`config.mk`:
```
export PLATFORM = sky130hd
export DESIGN_NAME = fbscan_ctrl
export DESIGN_NICKNAME = d
export VERILOG_FILES = /design/src/rtl/fbscan_pkg.sv /design/src/rtl/fbscan_regs.sv /design/src/rtl/fbscan_addr.sv /design/src/rtl/fbscan_unpack.sv /design/src/rtl/fbscan_ctrl.sv
export SDC_FILE = /design/constraint.sdc
export NUM_CORES = 1
export LEC_CHECK = 0
export BUFFER_PORTS_ARGS = -buffer_cell sky130_fd_sc_hd__buf_2
export CAP_MARGIN = 20
export CORE_MARGIN = 2
export CORE_UTILIZATION = 48
export CTS_CLUSTER_SIZE = 20
export DETAILED_ROUTE_END_ITERATION = 8
export PLACE_DENSITY = 0.8
export REMOVE_ABC_BUFFERS = 1
export SYNTH_ARGS = -nofsm -noshare
export SYNTH_HDL_FRONTEND = slang
export SYNTH_HIERARCHICAL = 1
export SYNTH_SLANG_ARGS = --single-unit
```
`constraint.sdc`:
```
create_clock -name clk -period 2 [get_ports clk]
set_clock_uncertainty 0.1 [all_clocks]
set_input_delay 0.2 -clock clk [delete_from_list [all_inputs] [get_ports clk]]
set_output_delay 0.2 -clock clk [all_outputs]
set_load 0.01 [all_outputs]
```
`src/rtl/fbscan_pkg.sv`:
```
package fbscan_pkg;

    localparam int H_PIX       = 640;
    localparam int V_PIX       = 480;
    localparam int ROW_SHIFT   = 10;
    localparam int DATA_W      = 32;
    localparam int BYTE_ADDR_W = 32;
    localparam int KEEP_BITS   = 11;
    localparam int CHAN_W      = 8;
    localparam int CTL_EN_BIT  = 0;
    localparam int CTL_ROT_BIT = 1;
    localparam int CTL_W       = 2;

    localparam int WORD_ADDR_W = BYTE_ADDR_W - 2;
    localparam int OFFS_W      = WORD_ADDR_W - KEEP_BITS;
    localparam int X_W         = $clog2(H_PIX);
    localparam int Y_W         = $clog2(V_PIX);

    typedef enum logic {
        SEL_BASE = 1'b0,
        SEL_CTRL = 1'b1
    } reg_sel_e;

    typedef struct packed {
        logic [KEEP_BITS-1:0] base_hi;
        logic                 rotate;
        logic                 enable;
    } scan_cfg_t;

    typedef struct packed {
        logic [CHAN_W-1:0] red;
        logic [CHAN_W-1:0] green;
        logic [CHAN_W-1:0] blue;
    } rgb_t;

    function automatic logic [OFFS_W-1:0] scan_offset(
        input logic [X_W-1:0] x,
        input logic [Y_W-1:0] y,
        input logic           rot
    );
        logic [X_W-1:0] col;
        logic [Y_W-1:0] row;
        col = rot ? (X_W'(H_PIX - 1) - x) : x;
        row = rot ? (Y_W'(V_PIX - 1) - y) : y;
        return (OFFS_W'(row) << ROW_SHIFT) | OFFS_W'(col);
    endfunction

endpackage

```
`src/rtl/fbscan_regs.sv`:
```
module fbscan_regs
    import fbscan_pkg::*;
#(
    parameter int DW   = DATA_W,
    parameter int KEEP = KEEP_BITS
) (
    input  logic          clk,
    input  logic          rst,
    input  logic          wr_en,
    input  logic          sel,
    input  logic [DW-1:0] wdata,
    input  logic          frame_start,
    output logic [DW-1:0] rdata,
    output scan_cfg_t     act_cfg
);
    logic [DW-1:0]    base_q;
    logic [CTL_W-1:0] ctrl_q;
    logic             wr_base;
    logic             wr_ctrl;
    logic [KEEP-1:0]  next_hi;
    logic [CTL_W-1:0] next_ctrl;
    scan_cfg_t        cfg_q;

    assign wr_base = wr_en && (sel == SEL_BASE);
    assign wr_ctrl = wr_en && (sel == SEL_CTRL);

    // value seen by a frame start in the same cycle as a write
    assign next_hi   = wr_base ? wdata[DW-1 -: KEEP] : base_q[DW-1 -: KEEP];
    assign next_ctrl = wr_ctrl ? wdata[CTL_W-1:0]    : ctrl_q;

    always_ff @(posedge clk) begin
        if (rst) begin
            base_q <= '0;
            ctrl_q <= '0;
            cfg_q  <= '0;
        end else begin
            if (wr_base) base_q <= wdata;
            if (wr_ctrl) ctrl_q <= wdata[CTL_W-1:0];
            if (frame_start) begin
                cfg_q.base_hi <= next_hi;
                cfg_q.rotate  <= next_ctrl[CTL_ROT_BIT];
                cfg_q.enable  <= next_ctrl[CTL_EN_BIT];
            end
        end
    end

    assign rdata   = (sel == SEL_CTRL) ? {{(DW-CTL_W){1'b0}}, ctrl_q} : base_q;
    assign act_cfg = cfg_q;

    AST_CFG_HOLD_MID_FRAME: assert property (@(posedge clk) disable iff (rst)
        !frame_start |=> $stable(cfg_q));

endmodule

```
`src/rtl/fbscan_addr.sv`:
```
module fbscan_addr
    import fbscan_pkg::*;
#(
    parameter int XW   = X_W,
    parameter int YW   = Y_W,
    parameter int AW   = WORD_ADDR_W,
    parameter int HPIX = H_PIX,
    parameter int VPIX = V_PIX
) (
    input  logic          clk,
    input  logic          rst,
    input  scan_cfg_t     cfg,
    input  logic          pix_strobe,
    input  logic [XW-1:0] pix_x,
    input  logic [YW-1:0] pix_y,
    output logic          rd_en,
    output logic [AW-1:0] rd_addr
);
    logic          in_frame;
    logic          fire;
    logic          rd_q;
    logic [AW-1:0] addr_q;

    assign in_frame = (int'(pix_x) < HPIX) && (int'(pix_y) < VPIX);
    assign fire     = pix_strobe && cfg.enable && in_frame;

    always_ff @(posedge clk) begin
        if (rst) begin
            rd_q   <= 1'b0;
            addr_q <= '0;
        end else begin
            rd_q <= fire;
            if (fire) addr_q <= {cfg.base_hi, scan_offset(pix_x, pix_y, cfg.rotate)};
        end
    end

    assign rd_en   = rd_q;
    assign rd_addr = addr_q;

    AST_RD_AFTER_STROBE: assert property (@(posedge clk) disable iff (rst)
        rd_q |-> $past(pix_strobe));
    AST_RD_NEEDS_ENABLE: assert property (@(posedge clk) disable iff (rst)
        rd_q |-> $past(cfg.enable));
    AST_COL_IN_ROW: assert property (@(posedge clk) disable iff (rst)
        rd_q |-> (int'(addr_q[ROW_SHIFT-1:0]) < HPIX));
    AST_ROW_IN_FRAME: assert property (@(posedge clk) disable iff (rst)
        rd_q |-> (int'(addr_q[ROW_SHIFT +: YW]) < VPIX));

endmodule

```
`src/rtl/fbscan_unpack.sv`:
```
module fbscan_unpack
    import fbscan_pkg::*;
#(
    parameter int DW = DATA_W,
    parameter int CW = CHAN_W
) (
    input  logic          clk,
    input  logic          rst,
    input  logic          enable,
    input  logic          word_valid,
    input  logic [DW-1:0] word,
    output logic          pix_valid,
    output rgb_t          pixel
);
    localparam int NCHAN = 3;

    logic [CW-1:0] chan [NCHAN];
    logic          take;
    logic          valid_q;
    rgb_t          pix_q;
    logic          unused_top;

    // channel c sits at bits c*CW +: CW (0 blue, 1 green, 2 red)
    for (genvar c = 0; c < NCHAN; c++) begin : g_chan
        assign chan[c] = word[c*CW +: CW];
    end
    assign unused_top = ^word[DW-1:NCHAN*CW];

    assign take = word_valid && enable;

    always_ff @(posedge clk) begin
        if (rst) begin
            valid_q <= 1'b0;
            pix_q   <= '0;
        end else begin
            valid_q <= take;
            if (take) begin
                pix_q.red   <= chan[2];
                pix_q.green <= chan[1];
                pix_q.blue  <= chan[0];
            end else begin
                pix_q <= '0;
            end
        end
    end

    assign pix_valid = valid_q;
    assign pixel     = pix_q;

    AST_VALID_AFTER_RETURN: assert property (@(posedge clk) disable iff (rst)
        valid_q |-> $past(word_valid));
    AST_DARK_AFTER_OFF: assert property (@(posedge clk) disable iff (rst)
        !$past(enable) |-> (pix_q == '0));

endmodule

```
`src/rtl/fbscan_ctrl.sv`:
```
module fbscan_ctrl
    import fbscan_pkg::*;
(
    input  logic                   clk,
    input  logic                   rst,
    input  logic                   reg_wr_en,
    input  logic                   reg_sel,
    input  logic [DATA_W-1:0]      reg_wdata,
    output logic [DATA_W-1:0]      reg_rdata,
    input  logic                   frame_start,
    input  logic                   pix_strobe,
    input  logic [X_W-1:0]         pix_x,
    input  logic [Y_W-1:0]         pix_y,
    output logic                   mem_rd_en,
    output logic [WORD_ADDR_W-1:0] mem_addr,
    input  logic                   mem_rvalid,
    input  logic [DATA_W-1:0]      mem_rdata,
    output logic                   rgb_valid,
    output logic [CHAN_W-1:0]      rgb_red,
    output logic [CHAN_W-1:0]      rgb_green,
    output logic [CHAN_W-1:0]      rgb_blue
);
    scan_cfg_t act_cfg;
    rgb_t      pixel;

    fbscan_regs u_regs (
        .clk         (clk),
        .rst         (rst),
        .wr_en       (reg_wr_en),
        .sel         (reg_sel),
        .wdata       (reg_wdata),
        .frame_start (frame_start),
        .rdata       (reg_rdata),
        .act_cfg     (act_cfg)
    );

    fbscan_addr u_addr (
        .clk        (clk),
        .rst        (rst),
        .cfg        (act_cfg),
        .pix_strobe (pix_strobe),
        .pix_x      (pix_x),
        .pix_y      (pix_y),
        .rd_en      (mem_rd_en),
        .rd_addr    (mem_addr)
    );

    fbscan_unpack u_unpack (
        .clk        (clk),
        .rst        (rst),
        .enable     (act_cfg.enable),
        .word_valid (mem_rvalid),
        .word       (mem_rdata),
        .pix_valid  (rgb_valid),
        .pixel      (pixel)
    );

    assign rgb_red   = pixel.red;
    assign rgb_green = pixel.green;
    assign rgb_blue  = pixel.blue;

endmodule

```
==> impl_metrics.json, run 1 <==
{
  "crit_family": "flip-flops",
  "place_area_um2": 5100,
  "min_path_type": "in -> reg",
  "dp.cells": 672,
  "post-route-cell-area_um2": 5705,
  "stdcell_count": 728,
  "crit_path_max_incr_delay_ns": 0.33,
  "fin_util": 0.6574,
  "wl_per_cell_um": 14.30,
  "grt_usage": 0.2162,
  "antenna_found_initial": 0,
  "crit_chain": "and2_1, and3_2, buf_4, mux2i_1",
  "place.gp.congestion": 0.7680,
  "synth_warnings": 6,
  "cap_violations": 0,
  "grt_first_pass_wirelength_um": 17150,
  "area_growth_pct": 33.80,
  "hold_viol_final": 0,
  "max_freq_ghz": 0.7106,
  "cts_tree": "built",
  "final_common_cell": "buf_2",
  "max_slew_margin": 0.6263,
  "critPathRequiredTime_ns": 2.17,
  "crit_type": "reg -> reg",
  "core_area_um2": 8678,
  "htree_levels": 3,
  "cts_setup_buffers": 0,
  "final_nets": 707,
  "die_w_um": 98.25,
  "clkTransAtPathRegs_ns": 0.10,
  "ys_types": 33,
  "synth_seq_cells": 103,
  "rsz0062_at_grt": "no",
  "die_y_um": 98.25,
  "status": "completed",
  "clk_path_buf_depth": 2,
  "std_cell_rows": 34,
  "cp_data_arrival_time_ns": 1.58,
  "power_density_nw_per_um2": 711.0,
  "layout-drive-gt1-share": 0.3548,
  "start_util": 0.4913,
  "worstMarginPinSlew_ns": 0.5594,
  "root_buffer": "clkbuf_8",
  "ant_nets": 0,
  "critPathLaunchType": "flop",
  "cp-end-kind": "flop",
  "drtPass1Iterations": 4,
  "slew_violations": 0,
  "tns_ns": 0,
  "synth_cells": 420,
  "grt_max_degree": 39,
  "cts_sinks": 103,
  "crit_slowest_cell": "dfxtp_1",
  "drcViolationCount": 0,
  "min_period_over_period": 0.7036,
  "layout_common_cells": "buf_2 (168), dfxtp_1 (103), nand2_1 (44)",
  "worst-path-buf-inv": 1,
  "grt_overflow": 0,
  "grt_pass1_vias": 3617,
  "p_leak_nw": 2.601,
  "numCtsBuffers": 9,
  "postSynthAreaPerCell_um2": 10.15,
  "die_area_um2": 9653,
  "drt_iter0_drc": 72,
  "clock_latency_ns": 0.35,
  "synthesis.area_um2": 4264,
  "finalCriticalPeriod_ns": 1.407,
  "hpwl_um": 6559,
  "io-pin-count": 178,
  "max-vdd-ir-drop_uv": 472.1,
  "wl_um": 10410,
  "vias_per_cell": 5.025,
  "finalSetupViolCount": 0,
  "num_vias": 3658,
  "portBuffers": 169,
  "cp_max_fo": 20,
  "ys_seq_area_frac": 0.4836,
  "n_antenna_cell": 0
}
[worst min-delay path, cell delays in order]
cell and delay [ns]:
buf_2 0.08, mux2i_1 0.07, nor2_1 0.09
[cell usage after synthesis]
cell      instances  area [µm²]
a211oi_1         13       97.59
o21ai_4           1       16.27
nand2b_1         27       168.9
inv_1             3       11.26
nand2_1          44       165.2
xor2_1            1       8.760
buf_6            10       112.6
a21oi_1          21       105.1
nand3_1           1       5.000
a31oi_1          17       106.4
nor2b_1          32       200.2
buf_1             2       7.510
a21bo_2           1       10.01
clkbuf_1         13       48.80
nor2_1           26       97.59
dfxtp_1         103        2062
ha_1              2       25.02
and3b_1           1       8.760
mux2_2            2       22.52
and3_1            1       6.260
a211oi_2         16       200.2
buf_4             4       30.03
nand3_4           1       17.52
buf_12            1       20.02
xnor2_1          13       113.9
mux2i_1          28       280.3
clkbuf_2          2       10.01
a311oi_1          1       8.760
and4b_1          24       240.2
nand3b_1          1       7.510
buf_2             6       30.03
and2_1            1       6.260
nor2b_4           1       13.76
[per-stage QoR]
stage	setup WS, ns	hold slack [ns]	power [mW]
after global placement	0.3315	0.3377	2.677
after global routing	0.4646	0.003090	4.246
after floorplan	-0.6003	0.1646	2.442
after CTS	0.5642	0.00004213	4.095
final	0.5927	0.01098	4.057
after detailed placement	0.2468	0.3424	2.693
[final timing paths]
| check | slack (ns) | from | to | cells after the start |
|---|---|---|---|---|
| worst min-delay path | 0.01 | reg_wdata[26] | u_regs/base_q[26] | 3 |
| worst max-delay path | 0.59 | u_regs/act_cfg[0] | u_addr/rd_addr[26] | 4 |
| worst min register to register | 0.36 | u_regs/base_q[18] | u_regs/base_q[18] | 2 |
| worst max register to register | 0.59 | u_regs/act_cfg[0] | u_addr/rd_addr[26] | 4 |
[area by class of cell]
class	instances	area [µm²]
fillers	711	2973
multi-input cells	276	1933
clock inverters	5	63.81
well taps	108	135.1
repair buffers	222	1359
clock buffers	11	141.4
inverters	3	11.26
flip-flops and latches	103	2062
[metal layers]
layer,vias to the layer above,global-route usage,routed length [µm]
met5,-,0,0
met4,0,0.06217,156
met3,14,0.06013,767
met2,131,0.3815,5128
met1,1683,0.2579,4354
li1,1830,-,-
[registers in the layout, summed over array words and instances, names as in the netlist]
signal / cells
u_addr/rd_addr: 30
u_addr/rd_en: 1
u_unpack/pix_valid: 1
u_regs/base_q: 32
u_regs/ctrl_q: 2
u_unpack/pixel: 24
u_regs/act_cfg: 13
[where the power goes]
group | switching (mW) | total (mW) | internal [mW]
Clock | 0.719 | 1.34 | 0.626
Combinational | 0.280 | 0.556 | 0.276
Sequential | 0.0330 | 2.16 | 2.12
Total | 1.03 | 4.06 | 3.02
[kinds of logic after synthesis]
family,share of synthesized area
AO/OA/AOI/OAI,0.1276
XOR/XNOR,0.02876
adder cells (fa/ha/maj),0.005868
buffers and inverters,0.06338
flip-flops,0.4836
multiplexers,0.07101
AND/OR/NAND/NOR,0.2198
[timing repair]
item	in CTS	in global routing
endpoints found under the hold margin	39	1
gates resized for setup	0	0
hold buffers	39	1
setup endpoints to repair	0	0
Power figures use the tool's default switching activity.
==> run 2, diff against run 1 <==
--- a/config.mk
+++ b/config.mk
@@ -5,6 +5,7 @@
 export SDC_FILE = /design/constraint.sdc
 export NUM_CORES = 1
 export LEC_CHECK = 0
+export ABC_AREA = 1
 export BUFFER_PORTS_ARGS = -buffer_cell sky130_fd_sc_hd__buf_2
 export CAP_MARGIN = 20
 export CORE_MARGIN = 2
==> constraint.sdc (replaced) <==
create_clock -name clk -period 1.4 [get_ports clk]
set_clock_uncertainty 0.1 [all_clocks]
set_input_delay 0.14 -clock clk [delete_from_list [all_inputs] [get_ports clk]]
set_output_delay 0.14 -clock clk [all_outputs]
set_load 0.01 [all_outputs]
==> impl_metrics.json, run 2 <==
{
  "status": "completed",
  "hold_viol_final": 0,
  "ys_seq_area_frac": 0.4792,
  "drt_iter0_drc": 123,
  "drcViolationCount": 0,
  "power_frac_seq": 0.528,
  "fin_util": 0.6881,
  "finalSetupViolCount": 0,
  "clkTransAtPathRegs_ns": 0.10,
  "grt_usage": 0.2317,
  "synth_cells": 601,
  "final_common_cell": "buf_2",
  "synth_edf_count": 0,
  "rsz0062_at_grt": "no",
  "vias_per_cell": 4.652,
  "num_vias": 4340,
  "grt_overflow": 0,
  "p_comb_frac": 0.151,
  "power_density_nw_per_um2": 976.7,
  "slew_violations": 0,
  "yosys.area.top_type": "dfxtp_1",
  "p_leak_nw": 3.086,
  "cp_data_arrival_time_ns": 1.45,
  "std_cell_rows": 34,
  "ys_types": 22,
  "cts_tree": "built",
  "layout-drive-gt1-share": 0.2824,
  "rr_worst_depth": 8,
  "yosysMostFrequentCell": "nand2_1",
  "p_total_mw": 5.861,
  "place.gp.congestion": 0.7669,
  "postSynthAreaPerCell_um2": 7.160,
  "top_register": "u_regs/base_q",
  "p_switching_mw": 1.517,
  "grt_pass1_vias": 4254,
  "numCtsBuffers": 9,
  "min_period_over_period": 0.9199,
  "worstMarginPinSlew_ns": 0.4825,
  "grt_max_degree": 31,
  "area_growth_pct": 39.46,
  "hp-start": "rst",
  "p_sw_frac": 0.2588,
  "ys.flop_type": "dfxtp_1",
  "place_area_um2": 5243,
  "layout_common_cells": "buf_2 (169), nand2_1 (143), nor2_1 (125)",
  "core_area_um2": 8721,
  "antenna_found_initial": 0,
  "post-route-cell-area_um2": 6001,
  "crit_path_max_incr_delay_ns": 0.34,
  "wl_per_cell_um": 12.13,
  "die_y_um": 98.68,
  "r2r-start": "u_regs/act_cfg[0]",
  "r2r_end": "u_addr/rd_addr[28]",
  "clock_power_share": 0.321,
  "largest_reg_flops": 32,
  "clock_latency_ns": 0.35,
  "n_fill_cell": 714,
  "max_slew_margin": 0.6784,
  "wl_um": 11310,
  "io-pin-count": 178,
  "clk_path_buf_depth": 2,
  "max-vdd-ir-drop_uv": 809.1,
  "cap_violations": 0,
  "finalCriticalPeriod_ns": 1.288,
  "ant_nets": 0,
  "synth_warnings": 6,
  "internal_power_mw": 4.344,
  "holdPathStages": 2,
  "critPathRequiredTime_ns": 1.56,
  "place_ws_ns": 0.01188,
  "cts_sinks": 103,
  "cp-startpoint": "u_regs/act_cfg[0]",
  "yosys-top-cells-count": "nand2_1 (143), nor2_1 (125), dfxtp_1 (103)",
  "synth_seq_cells": 103,
  "htree_levels": 3,
  "final_nets": 912,
  "grt_first_pass_wirelength_um": 18430,
  "cts_setup_buffers": 0,
  "cp_common_cell": "nand2_1",
  "cp-end-kind": "flop",
  "cp_max_fo": 30,
  "min_path_type": "in -> reg",
  "synthesis.area_um2": 4303,
  "critPathLaunchType": "flop",
  "max_freq_ghz": 0.7765,
  "crit_type": "reg -> reg",
  "final.setup.worst_slack_ns": 0.1121,
  "hpwl_um": 7070,
  "holdPathEnd": "u_regs/base_q[1]",
  "drtPass1Iterations": 4,
  "die_area_um2": 9738,
  "crit_chain": "nand2_1, inv_1, nand2_1, nor2_4, buf_12, nand2_1, nand2_1, nor2_1",
  "portBuffers": 169,
  "ff2ff_setup_slack_ns": 0.11,
  "root_buffer": "clkbuf_8",
  "start_util": 0.4934,
  "die_w_um": 98.68,
  "n_antenna_cell": 0,
  "synthTopCellsByArea": "dfxtp_1 (48%), nand2_1 (12%), nor2_1 (11%), inv_1 (7.9%), nand3_1 (3.5%)",
  "crit_slowest_cell": "dfxtp_1",
  "synth_top_area_share": 0.4792,
  "ys_async_sr_fraction": 0
}
[run 2: cell count changes in the layout (fill, tap and decap cells not counted), moves of 27 or more]
cell      delta
inv_1       +87
mux2i_1     -28
nand2_1     +99
nand2b_1    -27
nand3_1     +29
nor2_1      +99
nor2b_1     -32
[run 2: through the flow]
stage	instances	hold WS, ns	setup TNS, ns
global route	933	0.004640	0
detailed placement	861	0.2621	0
finish	933	0.009400	0
CTS	933	0.003283	0
floorplan	569	0.1024	-19.61
global placement	861	0.2540	0
[run 2: kinds of logic after synthesis]
group,count (synthesis),synth area share
AND/OR/NAND/NOR,320,0.3044
buffers and inverters,124,0.1294
flip-flops,103,0.4792
AO/OA/AOI/OAI,39,0.05467
XOR/XNOR,13,0.02646
adder cells (fa/ha/maj),2,0.005815
[run 2: worst max path at each step]
stage,end,slack (ns),cells past startpoint
6_report,u_addr/rd_addr[28],0.11,8
5_1_grt,u_addr/rd_addr[3],0.004,5
4_1_cts,u_addr/rd_addr[10],0.11,5
3_5_place_dp,u_addr/rd_addr[10],0.01,9
3_3_place_gp,u_addr/rd_addr[24],0.04,9
2_1_floorplan,u_addr/rd_addr[0],-0.68,7
[run 2: repair_timing]
action | CTS | global route
gates resized for setup | 0 | 0
hold buffers | 56 | 0
endpoints found under the hold margin | 58 | 0
[run 2: critical path, delay by kind of cell (launching register included)]
kind	cells	cell delay (ns)
flops	1	0.34
simple gates	6	0.50
buf+inv	2	0.26
[run 2: cell type report]
type                            instances  area, µm²  share of cell area
Sequential cell                       103       2062              0.3436
Multi-Input combinational cell        374       1689              0.2815
Tap cell                              108      135.1             0.02252
Clock buffer                           11      141.4             0.02356
Timing Repair Buffer                  240       1569              0.2615
Inverter                               92      347.8             0.05796
Clock inverter                          5      56.30            0.009383
[run 2: power groups by stage]
stage | clock [mW] | sequential [mW] | combinational (mW)
after CTS | 1.93 | 3.09 | 0.871
after global placement | 0 | 3.16 | 0.725
after global routing | 2.04 | 3.11 | 0.984
final | 1.88 | 3.10 | 0.885
after floorplan | 0 | 3.18 | 0.358
after detailed placement | 0 | 3.16 | 0.747
[run 2: routing by layer]
layer	routed length, µm	up-vias	GRT usage
met1	4395	1926	0.2612
met5	0	-	0
met2	5737	177	0.4087
met4	383	0	0.1191
met3	797	37	0.05319
li1	-	2200	-
